--- config.mk ---
export PLATFORM = sky130hd
export DESIGN_NAME = clk_div_phase
export DESIGN_NICKNAME = d
export VERILOG_FILES = /design/src/rtl/clk_div_phase_pkg.sv /design/src/rtl/cdps_cfg_regs.sv /design/src/rtl/cdps_counter.sv /design/src/rtl/cdps_phase_sel.sv /design/src/rtl/clk_div_phase.sv
export SDC_FILE = /design/constraint.sdc
export NUM_CORES = 1
export LEC_CHECK = 0
export ABC_AREA = 1
export BUFFER_PORTS_ARGS = -buffer_cell sky130_fd_sc_hd__buf_2
export CORE_MARGIN = 4
export CORE_UTILIZATION = 61
export DETAILED_ROUTE_END_ITERATION = 10
export PLACE_DENSITY = 0.8
export SYNTH_ARGS = -nofsm -noshare
export SYNTH_HDL_FRONTEND = slang
export SYNTH_SLANG_ARGS = --single-unit
export TNS_END_PERCENT = 50
--- constraint.sdc ---
create_clock -name clk_i -period 16.65 [get_ports clk_i]
set_input_delay 0.8325 -clock clk_i [delete_from_list [all_inputs] [get_ports clk_i]]
set_output_delay 0.8325 -clock clk_i [all_outputs]
set_load 0.05 [all_outputs]
--- src/rtl/clk_div_phase_pkg.sv ---
package clk_div_phase_pkg;
  localparam int unsigned RATIO_W_DEF = 3;
  localparam int unsigned PHASE_W_DEF = 3;
endpackage

--- src/rtl/cdps_cfg_regs.sv ---
module cdps_cfg_regs #(
  parameter int unsigned RATIO_W = 3,
  parameter int unsigned PHASE_W = 3
) (
  input  logic               clk_i,
  input  logic               rst_ni,
  input  logic               we_i,
  input  logic [RATIO_W-1:0] ratio_wr_i,
  input  logic [PHASE_W-1:0] phase_wr_i,
  input  logic               wrap_i,
  output logic [RATIO_W-1:0] ratio_pend_o,
  output logic [RATIO_W-1:0] ratio_act_o,
  output logic [PHASE_W-1:0] phase_o
);
  logic [RATIO_W-1:0] pend_q, act_q;
  logic [PHASE_W-1:0] phase_q;

  always_ff @(posedge clk_i or negedge rst_ni) begin
    if (!rst_ni) begin
      pend_q  <= '0;
      act_q   <= '0;
      phase_q <= '0;
    end else begin
      if (we_i) begin
        pend_q  <= ratio_wr_i;
        phase_q <= phase_wr_i;
      end
      // active ratio moves only at a wrap; uses value stored before this edge
      if (wrap_i) act_q <= pend_q;
    end
  end

  assign ratio_pend_o = pend_q;
  assign ratio_act_o  = act_q;
  assign phase_o      = phase_q;
endmodule

--- src/rtl/cdps_counter.sv ---
module cdps_counter #(
  parameter int unsigned RATIO_W = 3
) (
  input  logic               clk_i,
  input  logic               rst_ni,
  input  logic [RATIO_W-1:0] ratio_act_i,
  output logic [RATIO_W-1:0] cnt_o,
  output logic               wrap_o
);
  logic [RATIO_W-1:0] cnt_q;

  assign wrap_o = (cnt_q == ratio_act_i);

  always_ff @(posedge clk_i or negedge rst_ni) begin
    if (!rst_ni)     cnt_q <= '0;
    else if (wrap_o) cnt_q <= '0;
    else             cnt_q <= cnt_q + 1'b1;
  end

  assign cnt_o = cnt_q;
endmodule

--- src/rtl/cdps_phase_sel.sv ---
module cdps_phase_sel #(
  parameter int unsigned RATIO_W = 3,
  parameter int unsigned PHASE_W = 3
) (
  input  logic [PHASE_W-1:0] phase_i,
  input  logic [RATIO_W-1:0] ratio_act_i,
  output logic [RATIO_W-1:0] phase_eff_o
);
  localparam int unsigned CW   = ((PHASE_W > RATIO_W) ? PHASE_W : RATIO_W) + 1;
  localparam int unsigned ITER = 1 << PHASE_W;

  logic [CW-1:0] rem, den;

  // phase mod (ratio+1) by bounded repeated subtraction
  always_comb begin
    den = CW'(ratio_act_i) + CW'(1);
    rem = CW'(phase_i);
    for (int i = 0; i < ITER; i++) begin
      if (rem >= den) rem = rem - den;
    end
    phase_eff_o = rem[RATIO_W-1:0];
  end
endmodule

--- src/rtl/clk_div_phase.sv ---
module clk_div_phase
  import clk_div_phase_pkg::*;
#(
  parameter int unsigned RATIO_W = RATIO_W_DEF,
  parameter int unsigned PHASE_W = PHASE_W_DEF
) (
  input  logic               clk_i,
  input  logic               rst_ni,
  input  logic               cfg_we_i,
  input  logic [RATIO_W-1:0] cfg_ratio_i,
  input  logic [PHASE_W-1:0] cfg_phase_i,
  output logic [RATIO_W-1:0] ratio_q_o,
  output logic [PHASE_W-1:0] phase_q_o,
  output logic               div_tick_o,
  output logic               out_stb_o
);
  logic [RATIO_W-1:0] ratio_act_q;
  logic [RATIO_W-1:0] cnt_q;
  logic [RATIO_W-1:0] phase_eff;
  logic               wrap;

  cdps_cfg_regs #(.RATIO_W(RATIO_W), .PHASE_W(PHASE_W)) u_cfg (
    .clk_i       (clk_i),
    .rst_ni      (rst_ni),
    .we_i        (cfg_we_i),
    .ratio_wr_i  (cfg_ratio_i),
    .phase_wr_i  (cfg_phase_i),
    .wrap_i      (wrap),
    .ratio_pend_o(ratio_q_o),
    .ratio_act_o (ratio_act_q),
    .phase_o     (phase_q_o)
  );

  cdps_counter #(.RATIO_W(RATIO_W)) u_cnt (
    .clk_i      (clk_i),
    .rst_ni     (rst_ni),
    .ratio_act_i(ratio_act_q),
    .cnt_o      (cnt_q),
    .wrap_o     (wrap)
  );

  cdps_phase_sel #(.RATIO_W(RATIO_W), .PHASE_W(PHASE_W)) u_phase (
    .phase_i    (phase_q_o),
    .ratio_act_i(ratio_act_q),
    .phase_eff_o(phase_eff)
  );

  assign div_tick_o = (cnt_q == '0);
  assign out_stb_o  = (cnt_q == phase_eff);
endmodule

# After elaboration in Yosys (flattened, before gate mapping)
# Index checks and enable logic that the tools add are counted.
[totals]
register_bits = 12
latch_bits = 0
ram_bits = 0
rom_bits = 0
out_inout_bits = 8
word_cells = 34
mem_count = 0
[op_classes]
n_addsub = 10
multipliers = 0
div_mod_pow = 0
magnitude_cmp = 8
n_eq_ne = 2
n_shift = 0
n_mux = 9
bitwise = 0
reduce_logical = 1
[op_table]
columns = ["operator", "count"]
rows = [
  [">= comparator 4 bit", 7],
  ["2-to-1 mux 4 bit", 7],
  ["subtractor 4 bit", 6],
  ["equality test 3 bit", 2],
  ["2-to-1 mux 3 bit", 2],
  ["adder 3 x 1 -> 4 bit (second input constant)", 1],
  [">= comparator 3 x 4 -> 1 bit", 1],
  ["subtractor 3 x 4 -> 4 bit", 1],
  ["adder 3 x 1 -> 3 bit (second input constant)", 1],
  ["logical NOT 3 bit", 1],
  ["subtractor 3 bit", 1],
]

# Depth between registers and ports, before layout
# Gate-level depths: netlist of run 1.
[logic_depth]
word_depth = 18
ltp_mapped = 81
ltp_nobuf = 81

# Modules after synthesis
# From an unflattened synthesis of run 1, not the netlist that was laid out.
[hier_totals]
hier_cells = 366
area_unflattened_um2 = 2521.2
[by_module_without_submodules]
columns = ["module", "instances", "cells_per_inst", "area_each_um2"]
rows = [
  ["cdps_phase_sel", 1, 294, 1959.4],
  ["cdps_cfg_regs", 1, 38, 334.1],
  ["cdps_counter", 1, 24, 178.9],
  ["clk_div_phase", 1, 10, 48.8],
]

# Worst setup path after synthesis of run 1
# No wires, ideal clock.
[synth_timing]
path_type = "register to output"
start = "reg u_cfg.act_q[0] (netlist: u_cfg.ratio_act_o[0])"
end = "out out_stb_o"
arrival_ns = 12.147
required_time_ns = 15.817
slack_ns = 3.671
path_stages_with_launch = 77
path_cell_list = "dfrtp_1 -> ha_1 -> inv_2 -> nand2_1 -> nand2_1 -> inv_1 -> ha_1 -> inv_1 -> nand2_4 -> a21oi_2 -> nand2_2 -> nand2_1 -> o21ai_0 -> ha_1 -> fa_1 -> inv_1 -> a21oi_1 -> nor2_1 -> [... 41 more ...] -> inv_1 -> a21oi_1 -> nor2_1 -> nand3_4 -> nand3_1 -> and2_2 -> inv_1 -> ha_1 -> fa_1 -> a21oi_1 -> nand3_4 -> nand2_4 -> nand2_2 -> nand2_1 -> nand2_1 -> nand2_1 -> inv_1 -> nor2_1"
[synth_via]
elab_chain_cells = 18
[synth_lines]
columns = ["element", "line", "source"]
rows = [
  ["from (decl)", "cdps_cfg_regs.sv:15", "logic [RATIO_W-1:0] pend_q, act_q;"],
  ["from (signal assigned)", "cdps_cfg_regs.sv:29", "if (wrap_i) act_q <= pend_q;"],
  ["adder 3 x 1 -> 4 bit (*)", "cdps_phase_sel.sv:16", "den = CW'(ratio_act_i) + CW'(1);"],
  ["subtractor 3 x 4 -> 4 bit or >= comparator 3 x 4 -> 1 bit (tied branches)", "cdps_phase_sel.sv:19", "if (rem >= den) rem = rem - den;"],
  ["2-to-1 mux 4 bit", "cdps_phase_sel.sv:19", ""],
  ["subtractor 4 bit or >= comparator 4 bit (tied branches)", "cdps_phase_sel.sv:19", ""],
  ["2-to-1 mux 4 bit", "cdps_phase_sel.sv:19", ""],
  ["subtractor 4 bit or >= comparator 4 bit (tied branches)", "cdps_phase_sel.sv:19", ""],
  ["2-to-1 mux 4 bit", "cdps_phase_sel.sv:19", ""],
  ["subtractor 4 bit or >= comparator 4 bit (tied branches)", "cdps_phase_sel.sv:19", ""],
  ["[... 2 more ...]", "n/a", ""],
  ["2-to-1 mux 4 bit", "cdps_phase_sel.sv:19", ""],
  ["subtractor 4 bit or >= comparator 4 bit (tied branches)", "cdps_phase_sel.sv:19", ""],
  ["2-to-1 mux 4 bit", "cdps_phase_sel.sv:19", ""],
  ["subtractor 4 bit or >= comparator 4 bit (tied branches)", "cdps_phase_sel.sv:19", ""],
  ["2-to-1 mux 4 bit", "cdps_phase_sel.sv:19", ""],
  [">= comparator 4 bit or subtractor 3 bit (tied branches)", "cdps_phase_sel.sv:19", ""],
  ["2-to-1 mux 3 bit (*)", "cdps_phase_sel.sv:19", ""],
  ["equality test 3 bit (*)", "clk_div_phase.sv:49", "assign out_stb_o = (cnt_q == phase_eff);"],
  ["to (decl)", "clk_div_phase.sv:15", "output logic out_stb_o"],
]
# Every way passes the cells marked *; elsewhere a longest branch is shown, timed or not.

# Worst setup path in the final report of run 1
[layout_timing]
start = "reg u_cfg.act_q[1] (netlist: u_cfg.ratio_act_o[1])"
end = "out out_stb_o"
# Same word-level chain as after synthesis.

==> impl_results.md, run 1 <==
* Status: finished, final reports clean
* Period utilisation layout at 84.42%
* Final estimated routing congestion in global placement at 0.8409
* Critical-path top delay cell: ha_1
* Largest net degree at the start of global routing at 16
* Avg Cell Area, Syn at 7.040 um2
* Post-layout min period at 14.06 ns
* Post-synth top cells: 84 x nand2_1, 65 x inv_1, 33 x nand3_1, 26 x ha_1, 23 x nor2_1
* Top post-synthesis cells by area: ha_1 12%, nand2_1 12%, dfrtp_1 11%, inv_1 9.0%, nand2_4 6.6%
* Syn_nets at 428
* Post-synthesis cell area at 2718 um2
* Row count at 24
* Core area at 4324 um2
* DR vias at approximately 2,500
* Initial antenna violation count at 0
* First-pass GRT wire length at 9.549 mm
* Primary FF master, synth: dfrtp_1
* Fmax at 71.14 MHz
* GRT Util Overall at 21.37%
* Post-synth EDFFs at 0
* YS warnings at 0
* CTS tree: done
* Post-CTS Setup Inserts at 0
* Most common cell in the netlist: nand2_1
* Yosys cell types at 34
* #FFs+latches synth at 12
* FILL cells at 380
* DRC viols at 0
* Ant diodes at 0
* Starting Density at 62.85%
* Cts hold-fix bufs at 0
* Data required time of the critical path at 15.82 ns
* Clock sink count at 12
* Via-to-Cell Ratio at 5.407
* WL/cell at around 12 um
* Slew headroom at 54.17%
* Die X at 74.75 um
* Drt first-iter violations at 95
* Setup-failing EPs final at 0
* Antenna Nets Post-Route at 0
* Final wirelength at ~5.6 mm
* Max-slew violations at 0
* Setup TNS at 0 ns
* CP bufs+invs at 14
* CTS Buf Count at 3
* Skew final at 0.004442 ns
* Tightest Pin Transition at just under 0.7 ns
* Vias in the first global route at 2,280
* Async SR Flop Fraction at 100.0%
* Total grt overflow at 0
* Crit path capture type: primary output
* Hold Violations, Final at 0
* Port Buffers at 16
* Syn Inst Count at 386
* Post-layout net count at 446
* Die area at 5587 um2
* Crit start category: flip-flop
* Family with the most delay on the worst path: adder cells
* Post-synthesis sequential area ratio at 11.05%
* Clk slew on worst S/H paths at 0.05 ns
* Worst skew pair latency at 0.24 ns
* Syn-to-layout area delta at 5.709%
* Critical Path Fanout Max at 9
* CTS root buf: clkbuf_8
* Post-CTS Resized at 0
* Max Cap Viol at 0
* Hold WC Path Type: primary input to async pin
* Largest stage delay, worst path at 0.66 ns
* Bufs on Longest Clock Path at 2
* IO Pins at 17
* Critical path arrival at 13.22 ns
* Pre-Repair DR Iteration Count at 4
* Share of cells above drive strength 1 at 24.13%
* Critical path class: flip-flop to primary output
* Htree depth at 1
* Share of the synthesized area in the top cell type at 11.97%
* Detailed Place HPWL at 4.604 mm
* Die Y-Extent at 74.75 um
* RSZ-0062 raised after global routing: no
* Cell taking the most area after synthesis: ha_1
* CP dominant cell by count: inv_1
==> cell families (layout without fill, tap and decap cells) <==
logic type	count (synthesis)	after routing	share of synthesized area, %
simple gates	208	208	45.12
buf+inv	76	92	11.33
compound gates	44	44	10.91
fa+ha+maj	33	33	17.13
flops	12	12	11.05
xor+xnor	10	10	3.223
mux	3	3	1.243
==> flip-flops by register name (all words and copies together) (netlist names) <==
name	cells
u_cfg.phase_o	3
u_cfg.ratio_pend_o	3
u_cnt.cnt_o	3
u_cfg.ratio_act_o	3
==> area by class of cell <==
cell class	instances	area [um2]	area share, %
Clock buffer	3	41.29	1.437
Inverter	73	276.5	9.625
Multi-Input combinational cell	298	2110	73.43
Sequential cell	12	300.3	10.45
Tap cell	52	65.06	2.265
Timing Repair Buffer	16	80.08	2.787
==> per-stage QoR <==
stage | area (um2) | hold WS [ns] | worst slack [ns] | utilization [%] | std cells
3_5_place_dp | 2831 | 0.5339 | 2.879 | 65.48 | 451
3_3_place_gp | 2831 | 0.5285 | 3.173 | 65.48 | 451
5_1_grt | 2873 | 0.4648 | 1.660 | 66.44 | 454
4_1_cts | 2873 | 0.4649 | 2.585 | 66.44 | 454
2_1_floorplan | 2718 | 0.4865 | 3.671 | - | 386
6_report | 2873 | 0.4531 | 2.593 | 66.44 | 454
==> per-layer routing <==
metal	vias to the layer above	global-route usage (%)	wire length, um	part of all wire [%]
met3	6	2.804	166	3.0
li1	1283	-	-	-
met4	0	2.569	35	0.62
met5	-	0	0	0
met1	1127	28.19	2693	48
met2	39	38.34	2707	48
==> cell usage in the layout, fill, tap and decap left out, types with 2 or more instances in the layout <==
| master | instances |
|---|---|
| nand2_1 | 84 |
| inv_1 | 65 |
| nand3_1 | 33 |
| ha_1 | 26 |
| nor2_1 | 23 |
| nand2_2 | 22 |
| nand2_4 | 16 |
| o21ai_0 | 16 |
| buf_2 | 16 |
| dfrtp_1 | 12 |
| a21oi_1 | 11 |
| nand3_2 | 9 |
| nand3_4 | 9 |
| inv_2 | 7 |
| fa_1 | 7 |
| nand4_1 | 6 |
| xor2_1 | 6 |
| o21a_1 | 6 |
| xnor2_1 | 4 |
| o311ai_1 | 3 |
| o311ai_2 | 3 |
| mux2_2 | 3 |
| clkbuf_8 | 3 |
| nor2_4 | 2 |
==> final timing paths <==
kind,start,endpoint,slack [ns],depth (start not counted)
hold / removal,rst_ni,u_cnt.cnt_o[1],0.45,1
min in group clk_i,u_cfg.ratio_pend_o[0],u_cfg.ratio_pend_o[0],0.55,2
setup reg to reg,u_cnt.cnt_o[2],u_cfg.ratio_act_o[2],15.48,4
setup / recovery,u_cfg.ratio_act_o[1],out_stb_o,2.59,78
max in group asynchronous,rst_ni,u_cfg.phase_o[1],15.98,1
hold reg to reg,u_cfg.ratio_pend_o[0],u_cfg.ratio_pend_o[0],0.55,2
Power of run 1 is not shown: default switching activity piles up to over one toggle a cycle in this logic, so the estimate is an artifact.
==> run 2, diff against run 1 <==
Settings changed: ABC_AREA 1 to 0, CORE_UTILIZATION 61 to 56, PLACE_DENSITY 0.8 to 0.78.
Clock period 16.65 ns to 11.5 ns, I/O delays scaled along.
==> impl_results.md, run 2 <==
* Ant diodes at 0 (unchanged)
* #FFs+latches synth at 12 (unchanged)
* Post-layout min period at around 13 ns
* Initial antenna violation count at 0 (unchanged)
* Setup WS post-layout at -1.750 ns (-4.344 ns)
* Via-to-Cell Ratio at 7.398 (+37%)
* Htree depth at 1 (unchanged)
* WL/cell at 25.55 um (+110%)
* First-pass GRT wire length at 14.30 mm (+50%)
* Async SR Flop Fraction at 100.0% (unchanged)
* Total grt overflow at 0 (unchanged)
* Clk slew on worst S/H paths at 0.06 ns (about the same)
* Fin util at 89.35% (+23 points)
* Antenna Nets Post-Route at 0 (unchanged)
* DR vias at 3,477 (+42%)
* Cts hold-fix bufs at 0 (unchanged)
* Most crowded layer after global routing: met2
* Syn_nets at 347 (-19%)
* Skew final at 0.004286 ns (-0.0001559 ns)
* Final instance area at 3918 um2 (+36%)
* Met3 Use GR at 6.464% (+3.7 points)
* Top post-synthesis cells by area: ha_1 13%, dfrtp_1 12%, mux2_2 8.0%, fa_1 5.5%, xnor2_1 5.5%
* Global routing met1 resource utilization at 36.41% (+8.2 points)
* Primary FF master, synth: dfrtp_1
* YS warnings at 0 (unchanged)
* Post-synthesis cell area at 2546 um2 (-6.3%)
* Detailed Place HPWL at 5.334 mm (+16%)
* Most frequent cells in the layout: 102 x buf_4, 22 x inv_1, 19 x nand2_1
* Hold WC Path Type: primary input to async pin
* Clock sink count at 12 (unchanged)
* Cell taking the most area after synthesis: ha_1
* Vias in the first global route at 3,078 (+35%)
* CP dominant cell by count: fa_2
* Failing checks: negative setup slack
* Starting Density at 58.08% (-4.8 points)
* Crit path capture type: primary output
* Placed cells at 422 (-6.4%)
* Bufs on Longest Clock Path at 2 (unchanged)
* Hold Violations, Final at 0 (unchanged)
* GRT Util Overall at 32.57% (+11 points)
* Crit start category: flip-flop
* Slew headroom at 40.36% (-14 points)
* Status: finished with violations
* Port Buffers at 16 (unchanged)
* Tightest Pin Transition at 0.8877 ns (+0.2010 ns)
* Post-synth top cells: 26 x ha_1, 26 x nand2_1, 25 x inv_1, 20 x a21oi_1, 18 x mux2_2
* Post-synth EDFFs at 0 (unchanged)
* Die X at 75.43 um (+0.92%)
* Post-synthesis sequential area ratio at 11.79% (+0.74 points)
* Avg Cell Area, Syn at 8.348 um2 (+19%)
* Largest net degree at the start of global routing at 24 (+8)
* Grt met2 use at 57.53% (+19 points)
* Post-DP Area at 3279 um2 (+16%)
* Period utilisation layout at 115.2%
* Commonest non-fill, non-tap cell in the layout: buf_4
* Max-slew violations at 0 (unchanged)
* Syn Inst Count at 305 (-21%)
* Row count at 24 (unchanged)
* Data required time of the critical path at 10.93 ns (-4.89 ns)
* Max Cap Viol at 0 (unchanged)
* Post-layout net count at 461 (+3.4%)
* Critical-path top delay cell: dfrtp_2
* Syn-to-layout area delta at 53.86%
* CTS Buf Count at 3 (unchanged)
* CTS tree: done
* Core area at 4384 um2 (+1.4%)
* Share of the synthesized area in the top cell type at 12.78% (+0.81 points)
* Final estimated routing congestion in global placement at 0.8689 (+3.3%)
* Fmax at 75.47 MHz
* Critical path arrival at 12.68 ns (-0.54 ns)
* Die Y-Extent at 75.43 um (+0.92%)
* Largest stage delay, worst path at 0.46 ns (-0.20 ns)
* CTS root buf: clkbuf_8
* Setup-failing EPs final at 1 (+1)
* Drt first-iter violations at 471 (+400%)
* Critical path class: flip-flop to primary output
* Die area at 5690 um2 (+1.8%)
* RSZ-0062 raised after global routing: yes
* IO Pins at 17 (unchanged)
* Worst skew pair latency at 0.24 ns (about the same)
* Share of cells above drive strength 1 at 53.35% (+29 points)
* Yosys cell types at 67 (+97%)
* Final wirelength at 12.01 mm (+110%)
* Post-route insts no fill at 470 (+3.5%)
* Pre-CTS setup slack at -0.8345 ns (-3.713 ns)
* Pre-Repair DR Iteration Count at 6 (+2)
* DRC viols at 0 (unchanged)
* Critical Path Fanout Max at 3 (-6)
## run 2: changes by cell type after synthesis, sizes merged, moves of 6 or more
cell    before  now
nand3       51    7
mux2i        0   11
mux2         3   20
o311ai       6    0
nor2        26   12
inv         73   26
xnor2        4   17
nor2b        0    6
maj3         0    7
a21oi       12   20
nor3         0    7
nand2      122   27
## run 2: logic make-up (layout without fill, tap and decap cells)
group	Yosys count	after routing	share of synthesized area (%)
adders and majority gates	40	40	21.03
xor gates and xnor gates	22	22	8.157
muxes	31	31	13.61
DFF	12	12	11.79
buffers and inverters	37	150	6.142
and+or+nand+nor	83	83	17.05
AOI/OAI and AO/OA	80	80	22.21
## run 2: per-layer routing
layer  vias to the layer above  wire length (um)
met5                         -                 0
met4                         0              1268
met3                       172              1331
met2                       414              5514
met1                      1551              3895
li1                       1340                 -
## run 2: final timing paths
check | slack [ns] | startpoint | to | cells past startpoint
max | -1.75 | u_cfg.ratio_act_o[0] | out_stb_o | 58
min | 0.20 | rst_ni | u_cfg.ratio_pend_o[1] | 1
max reg2reg | 9.43 | u_cfg.ratio_act_o[0] | u_cfg.ratio_act_o[1] | 4
min reg2reg | 0.55 | u_cfg.ratio_pend_o[0] | u_cfg.ratio_act_o[0] | 2
max in group asynchronous | 11.06 | rst_ni | u_cfg.phase_o[0] | 1
min in group clk_i | 0.55 | u_cfg.ratio_pend_o[0] | u_cfg.ratio_act_o[0] | 2
## run 2: what timing repair did
| item | CTS | global route |
|---|---|---|
| resized for setup | 20 | 29 |
| endpoints found under the setup margin | 1 | 1 |
| buffers inserted | 32 | 12 |
| pin swaps | 36 | 36 |
## run 2: final cells by class
class	instances	area, um2
Clock buffer	4	55.05
Fill cell	175	466.7
Inverter	26	101.3
Multi-Input combinational cell	256	2515
Sequential cell	12	302.8
Tap cell	52	65.06
Timing Repair Buffer	120	878.3
## run 2: critical path, delay by kind of cell (launching register included)
kind | cells | cell delay (ns)
fa+ha+maj | 15 | 4.44
compound gates | 19 | 3.16
mux | 7 | 2.16
simple gates | 10 | 1.14
buf+inv | 5 | 0.66
flops | 1 | 0.46
xor+xnor | 2 | 0.41
## run 2: per-stage QoR
stage / hold slack, ns / TNS (ns)
6_report: 0.2028 / -1.750
5_1_grt: 0.2000 / -1.946
3_5_place_dp: 0.4587 / -0.8345
3_3_place_gp: 0.4602 / -0.4726
2_1_floorplan: 0.2794 / -0.6476
4_1_cts: 0.2032 / -0.8551
Power of run 2 is left out for the same reason.
